`src/rtl/mtu_pkg.sv`:
```
// Package: shared widths and the decoded access type for the machine timer unit.
// Assumes 32-bit bus words and 64-bit time/compare quantities.
package mtu_pkg;
    localparam int WORD_W = 32;
    localparam int CNT_W  = 64;

    // One-hot-or-none description of what a bus address selects.
    typedef struct packed {
        logic time_lo;   // time bits 31:0
        logic time_hi;   // time bits 63:32
        logic cmp_hit;   // valid word inside a compare slot
        logic cmp_hi;    // 1 = upper word of the selected compare slot
    } mtu_dec_t;
endpackage

```
`src/rtl/mtu_time_counter.sv`:
```
// Module: free-running 64-bit time count.
// Advances by one per enabled cycle; exposes both the current and the
// next-cycle value so that consumers can register results in step with it.
// Assumes a synchronous active-low reset; no write path exists by design.
module mtu_time_counter #(
    parameter logic [63:0] TIME_INIT = 64'd0
) (
    input  logic        clk,
    input  logic        rst_n,
    input  logic        tick_en,
    output logic [63:0] time_q,
    output logic [63:0] time_d
);
    // Next value: increment on tick, else hold.
    always_comb begin
        time_d = tick_en ? time_q + 64'd1 : time_q;
    end

    // State register for the count.
    always_ff @(posedge clk) begin
        if (!rst_n) time_q <= TIME_INIT;
        else        time_q <= time_d;
    end

    // each enabled cycle adds exactly one.
    p_time_step_r2: assert property (@(posedge clk) disable iff (!rst_n)
        ($past(rst_n) && $past(tick_en)) |-> (time_q == $past(time_q) + 64'd1));

    // without a tick nothing, including bus writes, moves the count.
    p_time_hold_r4: assert property (@(posedge clk) disable iff (!rst_n)
        ($past(rst_n) && !$past(tick_en)) |-> $stable(time_q));
endmodule

```
`src/rtl/mtu_addr_decode.sv`:
```
// Module: byte-address decoder for the timer register window.
// Produces the target kind and the local hart index of a compare slot.
// Assumes CMP_BASE and TIME_BASE are 8-byte aligned and the regions do not
// overlap; only word offsets 0 and 4 within a slot are valid.
module mtu_addr_decode
    import mtu_pkg::*;
#(
    parameter int                NUM_HARTS = 4,
    parameter int                ADDR_W    = 16,
    parameter logic [ADDR_W-1:0] CMP_BASE  = '0,
    parameter logic [ADDR_W-1:0] TIME_BASE = '0,
    localparam int               HIDX_W    = (NUM_HARTS > 1) ? $clog2(NUM_HARTS) : 1
) (
    input  logic              clk,
    input  logic              rst_n,
    input  logic [ADDR_W-1:0] addr,
    output mtu_dec_t          dec,
    output logic [HIDX_W-1:0] hart_idx
);
    localparam logic [ADDR_W-1:0] SPAN      = ADDR_W'(NUM_HARTS * 8);
    localparam logic [ADDR_W-1:0] TIME_HI_A = TIME_BASE + ADDR_W'(4);

    logic [ADDR_W-1:0] off;

    // Offset from the compare base; wraps high for addresses below it.
    always_comb begin
        off = addr - CMP_BASE;
    end

    // Classify the address into one target or none.
    always_comb begin
        dec          = '0;
        dec.time_lo  = (addr == TIME_BASE);
        dec.time_hi  = (addr == TIME_HI_A);
        dec.cmp_hit  = (off < SPAN) && (off[1:0] == 2'b00);
        dec.cmp_hi   = off[2];
        hart_idx     = off[3 +: HIDX_W];
    end

    // an address selects at most one target.
    p_one_target_r9: assert property (@(posedge clk) disable iff (!rst_n)
        $onehot0({dec.time_lo, dec.time_hi, dec.cmp_hit}));
endmodule

```
`src/rtl/mtu_hart_slot.sv`:
```
// Module: one hart's 64-bit compare value and its registered interrupt level.
// Word writes merge into the stored value; the interrupt is evaluated on the
// values that take effect at each edge, so it tracks (compare <= time) with
// no extra cycle. Assumes the time inputs come from mtu_time_counter.
module mtu_hart_slot #(
    parameter int WORD_W = 32,
    parameter int CNT_W  = 64
) (
    input  logic              clk,
    input  logic              rst_n,
    input  logic              wr_lo,
    input  logic              wr_hi,
    input  logic [WORD_W-1:0] wdata,
    input  logic [CNT_W-1:0]  time_q,
    input  logic [CNT_W-1:0]  time_d,
    output logic [CNT_W-1:0]  cmp_q,
    output logic              irq_q
);
    logic [CNT_W-1:0] cmp_d;

    // Merge a word write into the held compare value.
    always_comb begin
        cmp_d = cmp_q;
        if (wr_lo) cmp_d[WORD_W-1:0]     = wdata;
        if (wr_hi) cmp_d[CNT_W-1:WORD_W] = wdata;
    end

    // Compare register and interrupt level register.
    always_ff @(posedge clk) begin
        if (!rst_n) begin
            cmp_q <= '0;
            irq_q <= 1'b1;
        end else begin
            cmp_q <= cmp_d;
            irq_q <= (cmp_d <= time_d);
        end
    end

    // a low-word write keeps the upper word.
    p_keep_hi_r6: assert property (@(posedge clk) disable iff (!rst_n)
        ($past(rst_n) && $past(wr_lo) && !$past(wr_hi))
            |-> (cmp_q[CNT_W-1:WORD_W] == $past(cmp_q[CNT_W-1:WORD_W])));

    // an upper-word write keeps the low word.
    p_keep_lo_r6: assert property (@(posedge clk) disable iff (!rst_n)
        ($past(rst_n) && $past(wr_hi) && !$past(wr_lo))
            |-> (cmp_q[WORD_W-1:0] == $past(cmp_q[WORD_W-1:0])));

    // the level always agrees with the live comparison.
    p_irq_level_r7: assert property (@(posedge clk) disable iff (!rst_n)
        $past(rst_n) |-> (irq_q == (cmp_q <= time_q)));

    // without a write to this slot its value holds.
    p_slot_hold_r10: assert property (@(posedge clk) disable iff (!rst_n)
        ($past(rst_n) && !$past(wr_lo) && !$past(wr_hi)) |-> $stable(cmp_q));
endmodule

```
`src/rtl/mtu_timer_top.sv`:
```
// Module: multi-hart machine timer unit top.
// Ties the time counter, the address decoder and one compare slot per hart
// to a 32-bit register port with registered read data. Assumes one access
// per cycle on bus_valid; reads of anything not mapped return zero.
module mtu_timer_top
    import mtu_pkg::*;
#(
    parameter int                NUM_HARTS = 4,
    parameter int                ADDR_W    = 16,
    parameter logic [ADDR_W-1:0] CMP_BASE  = 16'h4000,
    parameter logic [ADDR_W-1:0] TIME_BASE = 16'hBFF8,
    parameter logic [63:0]       TIME_INIT = 64'd0
) (
    input  logic                 clk,
    input  logic                 rst_n,
    input  logic                 tick_en,
    input  logic                 bus_valid,
    input  logic                 bus_write,
    input  logic [ADDR_W-1:0]    bus_addr,
    input  logic [31:0]          bus_wdata,
    output logic [31:0]          bus_rdata,
    output logic [NUM_HARTS-1:0] timer_irq
);
    localparam int HIDX_W = (NUM_HARTS > 1) ? $clog2(NUM_HARTS) : 1;

    logic [CNT_W-1:0]  time_q;
    logic [CNT_W-1:0]  time_d;
    mtu_dec_t          dec;
    logic [HIDX_W-1:0] hart_idx;
    logic [CNT_W-1:0]  cmp_val [NUM_HARTS];
    logic              wr_cmp;
    logic              hit_any;
    logic [WORD_W-1:0] rd_mux;

    mtu_time_counter #(
        .TIME_INIT (TIME_INIT)
    ) u_time (
        .clk     (clk),
        .rst_n   (rst_n),
        .tick_en (tick_en),
        .time_q  (time_q),
        .time_d  (time_d)
    );

    mtu_addr_decode #(
        .NUM_HARTS (NUM_HARTS),
        .ADDR_W    (ADDR_W),
        .CMP_BASE  (CMP_BASE),
        .TIME_BASE (TIME_BASE)
    ) u_dec (
        .clk      (clk),
        .rst_n    (rst_n),
        .addr     (bus_addr),
        .dec      (dec),
        .hart_idx (hart_idx)
    );

    // Qualify compare writes; time writes have no path and are dropped.
    always_comb begin
        wr_cmp  = bus_valid && bus_write && dec.cmp_hit;
        hit_any = dec.time_lo || dec.time_hi || dec.cmp_hit;
    end

    for (genvar h = 0; h < NUM_HARTS; h++) begin : g_hart
        logic sel;
        // Steer the write to this hart when the index matches.
        always_comb begin
            sel = wr_cmp && (hart_idx == HIDX_W'(h));
        end

        mtu_hart_slot #(
            .WORD_W (WORD_W),
            .CNT_W  (CNT_W)
        ) u_slot (
            .clk    (clk),
            .rst_n  (rst_n),
            .wr_lo  (sel && !dec.cmp_hi),
            .wr_hi  (sel && dec.cmp_hi),
            .wdata  (bus_wdata),
            .time_q (time_q),
            .time_d (time_d),
            .cmp_q  (cmp_val[h]),
            .irq_q  (timer_irq[h])
        );
    end

    // Select the read word for the addressed register, zero otherwise.
    always_comb begin
        rd_mux = '0;
        if (dec.time_lo)      rd_mux = time_q[WORD_W-1:0];
        else if (dec.time_hi) rd_mux = time_q[CNT_W-1:WORD_W];
        else if (dec.cmp_hit) begin
            rd_mux = dec.cmp_hi ? cmp_val[hart_idx][CNT_W-1:WORD_W]
                                : cmp_val[hart_idx][WORD_W-1:0];
        end
    end

    // Register the read data on each read access.
    always_ff @(posedge clk) begin
        if (!rst_n)                        bus_rdata <= '0;
        else if (bus_valid && !bus_write)  bus_rdata <= rd_mux;
    end

    // a read of nothing mapped returns zero.
    p_bad_read_zero_r9: assert property (@(posedge clk) disable iff (!rst_n)
        ($past(rst_n) && $past(bus_valid && !bus_write && !hit_any))
            |-> (bus_rdata == 32'd0));

    // a read of the time low word returns the count seen at that edge.
    p_time_read_r3: assert property (@(posedge clk) disable iff (!rst_n)
        ($past(rst_n) && $past(bus_valid && !bus_write && dec.time_lo))
            |-> (bus_rdata == $past(time_q[WORD_W-1:0])));
endmodule

```
`config.mk`:
```
export PLATFORM = sky130hd
export DESIGN_NAME = mtu_timer_top
export DESIGN_NICKNAME = d
export VERILOG_FILES = /design/src/rtl/mtu_pkg.sv /design/src/rtl/mtu_time_counter.sv /design/src/rtl/mtu_addr_decode.sv /design/src/rtl/mtu_hart_slot.sv /design/src/rtl/mtu_timer_top.sv
export SDC_FILE = /design/constraint.sdc
export NUM_CORES = 1
export LEC_CHECK = 0
export BUFFER_PORTS_ARGS = -buffer_cell sky130_fd_sc_hd__buf_2
export CELL_PAD_IN_SITES_DETAIL_PLACEMENT = 0
export CELL_PAD_IN_SITES_GLOBAL_PLACEMENT = 1
export CORE_MARGIN = 3
export CORE_UTILIZATION = 47
export CTS_CLUSTER_DIAMETER = 50
export DETAILED_ROUTE_END_ITERATION = 8
export PLACE_DENSITY_LB_ADDON = 0.1
export SYNTH_ARGS = -nofsm -noshare
export SYNTH_HDL_FRONTEND = slang
export SYNTH_SLANG_ARGS = --single-unit
```
`constraint.sdc`:
```
create_clock -name clk -period 5.7 [get_ports clk]
set_clock_uncertainty 0.2 [all_clocks]
set_input_delay 1.14 -clock clk [delete_from_list [all_inputs] [get_ports clk]]
set_output_delay 1.14 -clock clk [all_outputs]
set_load 0.05 [all_outputs]
```
---- Word-level counts from Yosys, hierarchy flattened ----
Index checks and enable logic that the tools add are counted.
cells by class
  add/subtract/negate cells ............... 2
  $lt $le $gt $ge ......................... 6
  equality and inequality tests ........... 5
  multiplexer cells ....................... 16
  bitwise operators ....................... 1
  reduce and logical (&&, ||, !) cells .... 20
operators by type and width
  operator                number
  $mux 32                 12
  $le 64x64->1            4
  $mux 64                 3
  $bmux 64 s2             1
  $add 64x1->64 const B   1
  $eq 16x16->1 const B    2
  $logic_and 1x1->1       16
  $lt 16x6->1 const B     1
  $sub 16x15->16 const B  1
  $eq 2x2->1 const B      2
  $logic_not 2->1         2
  $ge 3x3->1 const B      1
  $not 2->3               1
  $eq 2x1->1 const B      1
  $logic_not 1->1         2
word-level totals
  bits in registers ....................... 356
  input bits .............................. 53
  output and inout bits ................... 36
  word-level logic and storage cells ...... 60

---- Logic depth before layout (Yosys ltp) ----
  word-level depth ........................ 9
  gate-level depth with buffers ........... 15
  gate-level depth less buffers ........... 13

---- By module ----
From an unflattened synthesis, not the netlist that was laid out.
unflattened totals
  cell total of the unflattened synthesis .. 2,536
  area, all modules ....................... 24,165.7 sq um
by module, submodules not included
  module                                times used  cells an instance  area an instance (sq um)  seq. area each (sq um)
  mtu_hart_slot (g_hart[1].u_slot ...)  2           436                4,124.0                   1,301.2
  mtu_timer_top                         1           391                4,130.2                   640.6
  mtu_hart_slot (g_hart[3].u_slot)      1           435                4,105.2                   1,301.2
  mtu_hart_slot (g_hart[0].u_slot)      1           436                4,093.9                   1,301.2
  mtu_time_counter                      1           386                3,474.6                   1,281.2
  mtu_addr_decode                       1           16                 113.9                     0.0

---- Worst setup path after synthesis ----
OpenSTA, ideal clock, no wires.
  kind .................................... input-to-reg
  start point ............................. input bus_addr[13]
  end point ............................... register g_hart[3].u_slot.irq_q
  setup time .............................. 0.116 ns
  arrival time ............................ 4.067 ns
  required time ........................... 5.384 ns
  slack ................................... 1.317 ns
  cell stages on the path ................. 14
  path buffers ............................ 2
  cell sequence ........................... nor4b_2 > and4_1 > buf_2 > nand3_1 > clkbuf_1 > nand2_1 > nand2_1 > ha_1 > and4_1 > nor4b_4 > nand4_1 > or4_1 > a21o_1 > a31o_2
between the ends
  cells in the longest elaborated chain, start to end .. 8
  elaborated cells on any way between the ends .. 10
  classes of those cells .................. 1 x add/sub; 2 x order compare; 2 x mux; 5 x reduce/logical
RTL lines
  item                                  RTL line               RTL
  start: declaration                    mtu_timer_top.sv:19    input logic [ADDR_W-1:0] bus_addr,
  $sub 16x15->16                        mtu_addr_decode.sv:27  off = addr - CMP_BASE;
  $lt 16x6->1                           mtu_addr_decode.sv:35  dec.cmp_hit = (off < SPAN) && (off[1:0] == 2'b00);
  $logic_and 1x1->1                     mtu_addr_decode.sv:35
  $logic_and 1x1->1                     mtu_timer_top.sv:60    wr_cmp = bus_valid && bus_write && dec.cmp_hit;
  $logic_and 1x1->1                     mtu_timer_top.sv:68    sel = wr_cmp && (hart_idx == HIDX_W'(h));
  $logic_and 1x1->1                     mtu_timer_top.sv:78    .wr_hi (sel && dec.cmp_hi),
  $mux 32                               mtu_hart_slot.sv:25    if (wr_hi) cmp_d[CNT_W-1:WORD_W] = wdata;
  named net g_hart[3].u_slot.cmp_d[42]  mtu_hart_slot.sv:19    logic [CNT_W-1:0] cmp_d;
  $le 64x64->1                          mtu_hart_slot.sv:35    irq_q <= (cmp_d <= time_d);
  end signal: assignment                mtu_hart_slot.sv:35
  end: declaration                      mtu_hart_slot.sv:17    output logic irq_q
The timed path passes the listed nets, and every way through them passes these cells.
A chain may end at the register's enable or synchronous reset.

---- Worst setup path after layout ----
  start point ............................. input tick_en
  end point ............................... register g_hart[2].u_slot.irq_q
between the ends
  cells in the longest elaborated chain, start to end .. 2
RTL lines
  item                    RTL line                RTL
  start: declaration      mtu_timer_top.sv:16     input logic tick_en,
  $mux 64                 mtu_time_counter.sv:16  time_d = tick_en ? time_q + 64'd1 : time_q;
  $le 64x64->1            mtu_hart_slot.sv:35
  end signal: assignment  mtu_hart_slot.sv:35
  end: declaration        mtu_hart_slot.sv:17
No other way between the ends.

==> qor.csv <==
stage,metric,value,unit
floorplanning,Initial Util,47.8,%
outcome,status,finished clean,
logic_synthesis,"Warnings, synthesis",0,
clocking,# Post-CTS Setup Buffers,0,
power,Power Dens Cells,254,nW/um2
power,Power Internal,4.70,mW
clocking,worst-skew pair later-pin latency,600,ps
floorplanning,die outline width,222,um
timing,min Tclk post-route,5240,ps
global_routing,busiest grt layer,met2,
timing,Fin. Hold Viols,0,
route,TritonRoute pass-1 iters,5,
place,Placed Instance Area,23000,um2
cells_and_area,register area,7130,um2
setup_path,CP startpoint,tick_en,
power,Leak Pwr,11.6,nW
setup_path,Worst Setup Start Kind,primary input,
clocking,Max clock buf depth,3,
place,PortBufs,88,
global_routing,first-pass GRT wire length,127000,um
logic_synthesis,sequential area share after synthesis,32.6,%
setup_path,reg-to-reg startpoint,u_time.time_q[15]$_SDFF_PN0_,
global_routing,met1 GRT Util,44.4,%
setup_path,worst r2r path cells,13,
setup_path,WP data arrival,5580,ps
worst_hold_path,min-delay worst type,reg -> reg,
clocking,post-CTS sizing,0,
cells_and_area,area delta synth->final,13.2,%
power,Flop pwr share,40.1,%
floorplanning,Die Ht,222,um
cells_and_area,ANT cells,0,
setup_path,Setup CP Type,in -> reg,
clocking,CTS Hold Bufs,0,
route,DRT Wirelength,85500,um
place,GPL Wtd Cong,0.995,
cells_and_area,post-route cell area,24700,um2
logic_synthesis,XOR/XNOR Fraction of Synth Area,2.53,%
setup_path,crit-path max FO,5,
timing,Final Cycle Share,92.0,%
global_routing,number of global-route vias before repair,20100,
cells_and_area,nets@finish,3105,
setup_path,endpoint type of the worst setup path,register,
clocking,clock slew at reported path FFs,60,ps
flow_run,max-cap viol count,0,
timing,Worst-Margin Slew,1070,ps
cells_and_area,layout cells sized above 1,12.3,%
route,post-DR wirelength/cell,24.9,um
timing,final count of negative-setup-slack endpoints,0,
global_routing,met2 Resource Use GR,54.3,%
logic_synthesis,"flops & latches, synth",356,
timing,Slew Limit Fails,0,
logic_synthesis,Synthesized Nets,3067,
cells_and_area,# fillers,4336,
floorplanning,core area,45700,um2
logic_synthesis,compound-cell area share of the yosys netlist,13.9,%
setup_path,CP required,6040,ps
route,vias,21200,
timing,RSZ-0062 raised after global routing,no,
route,Vias/cell,6.16,
logic_synthesis,main combinational cell family by area after synthesis,simple AND/OR/NAND/NOR gates,
timing,post-route setup slack,455,ps
clocking,CTS tree,done,
setup_path,Reg2Reg Capture Point,g_hart[2].u_slot.irq_q$_SDFF_PN1_,
power,Net Sw Power,1.60,mW
clocking,Root Driver,clkbuf_16,
logic_synthesis,"Distinct cells, synth",59,
floorplanning,FP Rows,78,
logic_synthesis,Async SR Flop Fraction,0,%
setup_path,reg2reg setup slack,500,ps
route,DRT antenna net count,0,
logic_synthesis,Syn Inst Count,2757,
route,DR DRC count,0,
logic_synthesis,adder and majority cell fraction of the synthesized area,14.7,%
clocking,clk sink count,356,
timing,relative slew slack,28.7,%
logic_synthesis,Post-synth EDFFs,0,
power,total power draw,6.29,mW
place,DP Cell Count,3343,
global_routing,largest net degree at the start of global routing,146,
logic_synthesis,mux share of post-synthesis cell area,6.83,%
power,sw frac,25.4,%
logic_synthesis,post-synthesis cell area,21900,um2
power,worst vdd ir,0.000242,V
logic_synthesis,simple-gate portion of the synthesized area,25.8,%
floorplanning,Boundary Pins,89,
power,clock share of power,54.0,%
power,Comb power frac,5.9,%
logic_synthesis,post-synthesis average cell area,7.93,um2
cells_and_area,final non-filler cell total,3434,
floorplanning,die area,49100,um2
place,dpl hpwl,62800,um
timing,FMAX,191,MHz
setup_path,crit path capture,g_hart[2].u_slot.irq_q$_SDFF_PN1_,
logic_synthesis,"Top FF cell, synth",dfxtp_1,
worst_hold_path,hold-critical path depth,2,
cells_and_area,Multi-input gate area,14000,um2
clocking,CTS Buf Count,50,
timing,setup tns final,0,ps
global_routing,met3 GRT Util,5.89,%
clocking,H-tree Lvls,2,
global_routing,initial antenna violation count,2,
place,pre-CTS WS,-42.2,ps
global_routing,total global routing overflow,0,
route,Iter 0 DRT Violations,1831,
global_routing,GRT Total Usage,34.0,%
## stage by stage
stage / hold WS, ps / util (%)
2_1_floorplan: 251 / -
3_3_place_gp: 258 / 50.3
3_5_place_dp: 265 / 50.3
4_1_cts: 272 / 54.2
5_1_grt: 283 / 54.2
6_report: 272 / 54.2
## placed cells by master, fill, tap and decap left out, types with 6 or more instances in the layout
master and n:
nand2_1 942, dfxtp_1 356, a21oi_1 354, ha_1 257, nor2_1 126, buf_2 86, buf_4 73, mux4_2 64
nand4_1 59, nand3_1 58, clkbuf_16 53, a221oi_1 46, xor2_1 32, o221ai_1 32, xnor2_1 31, o21ai_0 29
a21o_1 24, nor3_1 22, and4_1 21, and3_1 17, nor4_1 12, inv_1 8, nand3_2 7, bufinv_16 7
o31ai_1 6, clkinv_2 6, clkbuf_8 6, clkinvlp_4 6
## worst min-delay path by stage
| stage | startpoint | to | slack (ps) |
|---|---|---|---|
| global placement | g_hart[2].u_slot.cmp_q[33]$_SDFF_PN0_ | g_hart[2].u_slot.cmp_q[33]$_SDFF_PN0_ | 260 |
| global route | g_hart[1].u_slot.cmp_q[10]$_SDFF_PN0_ | g_hart[1].u_slot.cmp_q[10]$_SDFF_PN0_ | 280 |
| CTS | g_hart[1].u_slot.cmp_q[10]$_SDFF_PN0_ | g_hart[1].u_slot.cmp_q[10]$_SDFF_PN0_ | 270 |
| finish | g_hart[1].u_slot.cmp_q[10]$_SDFF_PN0_ | g_hart[1].u_slot.cmp_q[10]$_SDFF_PN0_ | 270 |
| detailed placement | g_hart[1].u_slot.cmp_q[10]$_SDFF_PN0_ | g_hart[1].u_slot.cmp_q[10]$_SDFF_PN0_ | 270 |
| floorplan | g_hart[1].u_slot.cmp_q[10]$_SDFF_PN0_ | g_hart[1].u_slot.cmp_q[10]$_SDFF_PN0_ | 250 |
## layer usage
layer / up-vias / part of all wire, %
met5: - / 0.013
met4: 2 / 5.8
met3: 207 / 7.3
met2: 878 / 45
met1: 10200 / 42
li1: 9874 / -
## synth_stat cells, types with 32 or more instances
library cell,count,area share [%]
a21oi_1,354,8.1
a221oi_1,46,1.8
buf_2,75,1.7
clkbuf_1,94,1.6
dfxtp_1,356,33
ha_1,257,15
mux4_2,64,6.6
nand2_1,942,16
nand3_1,63,1.4
nand4_1,59,1.7
nor2_1,126,2.2
o221ai_1,32,1.3
xor2_1,32,1.3
## power groups by stage
stage,Combinational [mW],Sequential [mW],Clock (mW)
floorplan,0.191,2.61,0
global placement,0.368,2.58,0
detailed placement,0.369,2.58,0
CTS,0.370,2.52,3.42
global route,0.392,2.52,3.54
finish,0.373,2.52,3.39
## state kept, by name, summed over array words and instances, names as in the netlist
register	cells
bus_rdata	32
g_hart.u_slot.cmp_q	256
g_hart.u_slot.irq_q	4
u_time.time_q	64
## critical path, cell delays in order
cell and delay [ps]:
buf_2 140, nand4_1 250, nor4_4 410, nand4_1 280, nor4_2 460, xnor2_1 300, ha_1 400, nand4_1 330
nand4bb_1 560, nor4_1 390, buf_4 250, nand2_1 70, o31ai_1 410, a31o_2 170
## cell families (layout without fill, tap and decap cells)
logic type                 Yosys count  count (layout)
adders and majority gates          257             257
muxes                               69              69
and+or+nand+nor                   1309            1309
DFF                                356             356
xor gates and xnor gates            63              63
buffers and inverters              186             263
AOI/OAI and AO/OA                  517             517
## area by class of cell
| cell class | instances | area share, % |
|---|---|---|
| Multi-Input combinational cell | 2215 | 56.6 |
| Sequential cell | 356 | 28.8 |
| Clock buffer | 64 | 5.77 |
| Timing Repair Buffer | 162 | 4.20 |
| Tap cell | 600 | 3.03 |
| Clock inverter | 27 | 1.45 |
| Inverter | 10 | 0.182 |
Power figures use the tool's default switching activity.
